### config.mk
export PLATFORM = sky130hd
export DESIGN_NAME = lbr_seq
export DESIGN_NICKNAME = d
export VERILOG_FILES = /design/src/rtl/lbr_pkg.sv /design/src/rtl/lbr_cond.sv /design/src/rtl/lbr_fsm.sv /design/src/rtl/lbr_pcdrv.sv /design/src/rtl/lbr_seq.sv
export SDC_FILE = /design/constraint.sdc
export NUM_CORES = 1
export LEC_CHECK = 0
export BUFFER_PORTS_ARGS = -buffer_cell sky130_fd_sc_hd__clkbuf_2
export CORE_AREA = 4 4 41 43
export CTS_BUF_LIST = sky130_fd_sc_hd__clkbuf_2 sky130_fd_sc_hd__clkbuf_4 sky130_fd_sc_hd__clkbuf_8
export CTS_CLUSTER_SIZE = 25
export DETAILED_ROUTE_END_ITERATION = 8
export DIE_AREA = 0 0 45 47
export SLEW_MARGIN = 20
export SYNTH_ARGS = -nofsm -noshare
export SYNTH_HDL_FRONTEND = slang
export SYNTH_HIERARCHICAL = 1
export SYNTH_SLANG_ARGS = --single-unit
### constraint.sdc
create_clock -name clk -period 0.9 [get_ports clk]
set_input_delay 0.09 -clock clk [delete_from_list [all_inputs] [get_ports clk]]
set_output_delay 0.09 -clock clk [all_outputs]
set_load 0.005 [all_outputs]
### src/rtl/lbr_pkg.sv
package lbr_pkg;

   typedef enum logic [0:0] {
      ST_IDLE = 1'b0,
      ST_EXEC = 1'b1
   } seq_state_t;

   typedef enum logic [1:0] {
      TST_ALWAYS = 2'b00,
      TST_QSET   = 2'b01,
      TST_ACCZ   = 2'b10,
      TST_CARRY  = 2'b11
   } test_sel_t;

   localparam int INV_BIT   = 3;
   localparam int SKIP_BIT  = 2;

endpackage

### src/rtl/lbr_cond.sv
module lbr_cond
   import lbr_pkg::*;
#(
   parameter int         DW       = 8,
   parameter logic [3:0] OP_GROUP = 4'hC
) (
   input  logic [7:0]    opcode,
   input  logic [DW-1:0] acc,
   input  logic          carry,
   input  logic          qlat,
   output logic          is_jump,
   output logic          take
);

   test_sel_t sel;
   logic      raw;
   logic      acc_zero;

   assign sel      = test_sel_t'(opcode[1:0]);
   assign acc_zero = (acc == '0);

   always_comb begin
      unique case (sel)
         TST_ALWAYS: raw = 1'b1;
         TST_QSET:   raw = qlat;
         TST_ACCZ:   raw = acc_zero;
         TST_CARRY:  raw = carry;
         default:    raw = 1'b0;
      endcase
   end

   assign take    = raw ^ opcode[INV_BIT];
   assign is_jump = (opcode[7:4] == OP_GROUP) && !opcode[SKIP_BIT];

endmodule

### src/rtl/lbr_fsm.sv
module lbr_fsm
   import lbr_pkg::*;
#(
   parameter int NB = 2,
   localparam int IW = (NB > 1) ? $clog2(NB) : 1
) (
   input  logic          clk,
   input  logic          rst_n,
   input  logic          accept,
   input  logic          take_in,
   output logic          busy,
   output logic          last,
   output logic          taken,
   output logic [IW-1:0] idx
);

   seq_state_t state;

   always_ff @(posedge clk or negedge rst_n) begin
      if (!rst_n) begin
         state <= ST_IDLE;
         idx   <= '0;
         taken <= 1'b0;
      end else begin
         unique case (state)
            ST_IDLE: begin
               if (accept) begin
                  state <= ST_EXEC;
                  idx   <= IW'(NB - 1);
                  taken <= take_in;
               end
            end
            ST_EXEC: begin
               if (idx == '0) begin
                  state <= ST_IDLE;
                  taken <= 1'b0;
               end else begin
                  idx <= idx - 1'b1;
               end
            end
            default: state <= ST_IDLE;
         endcase
      end
   end

   assign busy = (state == ST_EXEC);
   assign last = busy && (idx == '0);

endmodule

### src/rtl/lbr_pcdrv.sv
module lbr_pcdrv #(
   parameter int NB = 2,
   parameter int DW = 8,
   localparam int IW = (NB > 1) ? $clog2(NB) : 1
) (
   input  logic          busy,
   input  logic          taken,
   input  logic [IW-1:0] idx,
   input  logic [DW-1:0] mem_data,
   output logic [NB-1:0] pc_ld,
   output logic [DW-1:0] pc_wdata,
   output logic          pc_inc
);

   for (genvar b = 0; b < NB; b++) begin : g_half
      assign pc_ld[b] = busy && taken && (idx == IW'(b));
   end

   assign pc_inc   = busy && !taken;
   assign pc_wdata = mem_data;

endmodule

### src/rtl/lbr_seq.sv
module lbr_seq
   import lbr_pkg::*;
#(
   parameter int         DW       = 8,
   parameter int         AW       = 16,
   parameter logic [3:0] OP_GROUP = 4'hC,
   localparam int        NB       = AW / DW,
   localparam int        IW       = (NB > 1) ? $clog2(NB) : 1
) (
   input  logic          clk,
   input  logic          rst_n,
   input  logic          start,
   input  logic [7:0]    opcode,
   input  logic [DW-1:0] mem_data,
   input  logic [DW-1:0] acc,
   input  logic          carry,
   input  logic          qlat,
   output logic [NB-1:0] pc_ld,
   output logic [DW-1:0] pc_wdata,
   output logic          pc_inc,
   output logic          busy,
   output logic          done
);

   if (AW % DW != 0) begin : g_bad_width
      $error("lbr_seq: AW must be a multiple of DW");
   end
   if (NB < 2) begin : g_bad_count
      $error("lbr_seq: at least two address bytes required");
   end

   logic          is_jump;
   logic          take;
   logic          taken;
   logic          last;
   logic [IW-1:0] idx;

   lbr_cond #(.DW(DW), .OP_GROUP(OP_GROUP)) u_cond (
      .opcode  (opcode),
      .acc     (acc),
      .carry   (carry),
      .qlat    (qlat),
      .is_jump (is_jump),
      .take    (take)
   );

   lbr_fsm #(.NB(NB)) u_fsm (
      .clk     (clk),
      .rst_n   (rst_n),
      .accept  (start && is_jump),
      .take_in (take),
      .busy    (busy),
      .last    (last),
      .taken   (taken),
      .idx     (idx)
   );

   lbr_pcdrv #(.NB(NB), .DW(DW)) u_pc (
      .busy     (busy),
      .taken    (taken),
      .idx      (idx),
      .mem_data (mem_data),
      .pc_ld    (pc_ld),
      .pc_wdata (pc_wdata),
      .pc_inc   (pc_inc)
   );

   assign done = last;

endmodule

==> load_flow_metrics.sql <==
INSERT INTO impl_metrics (metric_group, metric, value, unit) VALUES
('run_status', 'status', 'complete, but fails checks', ''),
('run_status', 'failed_checks', 'setup timing', ''),
('sta', 'max_slew_margin', '84.6', '%'),
('global_routing', 'grt_antenna_before_repair', '0', ''),
('critical_path', 'path_cells', 'and3b_2 > buf_6', ''),
('clock_network', 'ctsHtreeMaxLevel', '1', ''),
('clock_network', 'clk_latency', '0.24', 'ns'),
('critical_path', 'worst-path-max-fanout', '5', ''),
('clock_network', 'cts_made_buffers', '3', ''),
('logic_synthesis', 'netlist_cell_types', '22', ''),
('flow_run', 'max_cap_violations', '0', ''),
('critical_path', 'critical_path.slowest_cell', 'sky130_fd_sc_hd__dfrtp_1', ''),
('sta', 'finalMaxSlewViolations', '0', ''),
('layout', 'finalInstanceArea', '526', 'µm²'),
('sta', 'worst_pin_slew', '0.229', 'ns'),
('logic_synthesis', 'yosysSeqAreaShare', '23.4', '%'),
('drt', 'first_iter_violations', '1', ''),
('critical_path', 'category_of_cells_accounting_for_the_largest_share_of_critical_path_delay', 'flip-flops', ''),
('sta', 'finClkSkew', '0.00317', 'ns'),
('drt', 'viasPerCell', '4.27', ''),
('sta', 'setup_tns', '-0.599', 'ns'),
('die', 'top_level_ports', '42', ''),
('placed_design', 'postPlaceCellArea', '435', 'µm²'),
('critical_path', 'worst_setup_start_kind', 'flip-flop', ''),
('die', 'die_area', '2120', 'µm²'),
('layout', 'nets', '93', ''),
('pwr', 'peakVddDrop', '0.335', 'mV'),
('critical_path', 'slowest_delay', '0.40', 'ns'),
('drt', 'final_antenna_net_count', '0', ''),
('critical_path', 'timing.critical_path.to_type', 'output port', ''),
('placed_design', 'dp_hpwl', '636', 'µm'),
('logic_synthesis', 'ys_ff_latch', '3', ''),
('placed_design', 'buffer_ports.inserted', '25', ''),
('drt', 'wl_per_cell', '9.74', 'µm'),
('sta', 'fin_ws', '-0.170', 'ns'),
('clock_network', 'tritoncts_num_sinks', '3', ''),
('pwr', 'total_leakage_power', '0.281', 'nW'),
('placed_design', 'gp_routability_congestion', '0.679', ''),
('global_routing', 'grt_max_degree', '7', ''),
('sta', 'fmaxAchievable', '934', 'MHz'),
('min_path', 'worst_hold_path_type', 'input port to output port', ''),
('sta', 'period_share', '119', '%'),
('clock_network', 'worst_setup_hold_path_clk_slew', '0.04', 'ns'),
('logic_synthesis', 'syn-mean-instance-area', '9.42', 'µm²'),
('clock_network', 'root_buffer', 'sky130_fd_sc_hd__clkbuf_4', ''),
('global_routing', 'number_of_global_route_vias_before_repair', '368', ''),
('drt', 'post-route-drc-count', '0', ''),
('die', 'rows', '13', ''),
('sta', 'setup_violations', '5', ''),
('logic_synthesis', 'synthesis.yosys.warnings', '6', ''),
('global_routing', 'total_track_usage', '8.86', '%'),
('clock_network', 'clock_path_buffers', '2', ''),
('logic_synthesis', 'netlist_area', '320', 'µm²'),
('sta', 'post-route-min-period', '1.07', 'ns'),
('global_routing', 'grt_first_pass_wirelength', '1330', 'µm'),
('logic_synthesis', 'synth_net_count', '63', ''),
('critical_path', 'timing.critical_path.arrival', '0.98', 'ns'),
('layout', 'drive_gt1_share', '73.0', '%'),
('drt', 'drt_pre_antenna_iters', '2', ''),
('die', 'die_width', '45', 'µm'),
('layout', 'syn_to_final_growth', '64.1', '%'),
('clock_network', 'tritoncts_clock_tree', 'built', ''),
('drt', 'routed-via-count', '333', ''),
('layout', 'antenna_cells', '0', ''),
('critical_path', 'critPathBufInv', '1', ''),
('critical_path', 'setup.worst_path.class', 'flip-flop to output port', ''),
('sta', 'rsz0062_at_grt', 'true', ''),
('placed_design', 'dp_slack', '-0.181', 'ns'),
('logic_synthesis', 'number_of_instances_in_the_synthesized_netlist', '34', ''),
('die', 'fp.coreArea', '1300', 'µm²'),
('sta', 'timing_hold_violations_final', '0', ''),
('die', 'dieHeight', '47', 'µm'),
('die', 'floorplan.initialDensity', '24.6', '%'),
('drt', 'sum_of_routed_wire_length_over_all_layers', '760', 'µm'),
('critical_path', 'critPathRequiredTime', '0.81', 'ns'),
('global_routing', 'globalRouteOverflowTotal', '0', ''),
('pwr', 'power_density', '1320', 'nW/µm²');
-- layer usage --
| layer | share of wire, % | vias up | GRT usage (%) |
|---|---|---|---|
| met5 | 0 | - | 0 |
| met4 | 2.2 | 0 | 11.1 |
| met3 | 11 | 2 | 0.383 |
| met2 | 50 | 19 | 14.7 |
| met1 | 36 | 142 | 9.13 |
| li1 | - | 170 | - |
-- placed cells by master, fill, tap and decap left out, drive strengths merged --
cell type    count
clkbuf          28
nor2             2
nand2            1
and3             1
mux2i            2
and2b            1
a21o             1
nor2b            1
mux2             1
nor4             3
and3b            1
a211o            1
o211ai           1
dlygate4sd3      1
and2             1
dfrtp            3
buf              8
o21ai            1
nand3            2
a21oi            1
nand2b           1
inv              1
-- cell families (layout without fill, tap and decap cells) --
| kind of cell | Yosys count | in the layout | synth area share (%) |
|---|---|---|---|
| AO/OA/AOI/OAI | 5 | 5 | 12.5 |
| buffers and inverters | 9 | 38 | 19.9 |
| flip-flops | 3 | 3 | 23.4 |
| multiplexers | 3 | 3 | 10.9 |
| AND/OR/NAND/NOR | 14 | 14 | 33.2 |
-- through the flow --
| stage | hold slack, ns | instances | utilization, % | power [mW] |
|---|---|---|---|---|
| floorplan | -0.206 | 34 | - | 0.294 |
| finish | 0.180 | 78 | 40.4 | 0.692 |
| CTS | 0.180 | 78 | 39.2 | 0.696 |
| detailed placement | -0.108 | 69 | 33.5 | 0.349 |
| global route | 0.180 | 78 | 40.4 | 0.742 |
| global placement | -0.110 | 69 | 33.5 | 0.344 |
-- synthesized netlist by cell type, drive strengths merged --
| cell type | instances | area, µm² |
|---|---|---|
| buf | 8 | 60.1 |
| nand3 | 2 | 10.0 |
| o211ai | 1 | 12.5 |
| nor2b | 1 | 6.26 |
| a21o | 1 | 7.51 |
| nand2 | 1 | 3.75 |
| and3 | 1 | 7.51 |
| nor4 | 3 | 40.0 |
| mux2 | 1 | 15.0 |
| o21ai | 1 | 5.00 |
| and3b | 1 | 10.0 |
| and2b | 1 | 8.76 |
| and2 | 1 | 6.26 |
| dfrtp | 3 | 75.1 |
| nor2 | 2 | 7.51 |
| a21oi | 1 | 5.00 |
| inv | 1 | 3.75 |
| nand2b | 1 | 6.26 |
| mux2i | 2 | 20.0 |
| a211o | 1 | 10.0 |
-- repair_timing --
item,CTS,global route
setup buffers,4,0
hold buffers,1,0
endpoints found under the hold margin,3,0
endpoints found under the setup margin,5,6
pin swaps,0,0
resized for setup,2,3
-- layout make-up --
cell class	instances	area, µm²
flip-flops and latches	3	76.3
clock buffers	4	30.0
repair buffers	33	201
well taps	15	18.8
fillers	140	776
inverters	1	3.75
multi-input cells	22	195
-- flip-flops by register name (all words and copies together), names as in the netlist --
name,flops
u_fsm/idx,1
u_fsm/taken,1
u_fsm/busy,1
-- where the power goes --
group,internal (mW),leakage (nW),switching [mW]
clock network,0.196,0.0184,0.0730
registers,0.169,0.0369,0.0291
logic,0.140,0.226,0.0847
-- path summary, 6_finish.rpt --
path                       slack [ns]  cells after the start                      end               startpoint
max                             -0.17                      2                 pc_ld[0]    u_fsm/idx$_DFFE_PN0P_
min                              0.18                      0              pc_wdata[0]              mem_data[0]
max reg2reg                     -0.05                      2     u_fsm/busy$_DFF_PN0_     u_fsm/busy$_DFF_PN0_
min reg2reg                      0.64                      3  u_fsm/taken$_DFFE_PN0P_  u_fsm/taken$_DFFE_PN0P_
max in group asynchronous        0.58                      2     u_fsm/busy$_DFF_PN0_                    rst_n
min in group asynchronous        0.19                      2    u_fsm/idx$_DFFE_PN0P_                    rst_n
Power figures use the tool's default switching activity.
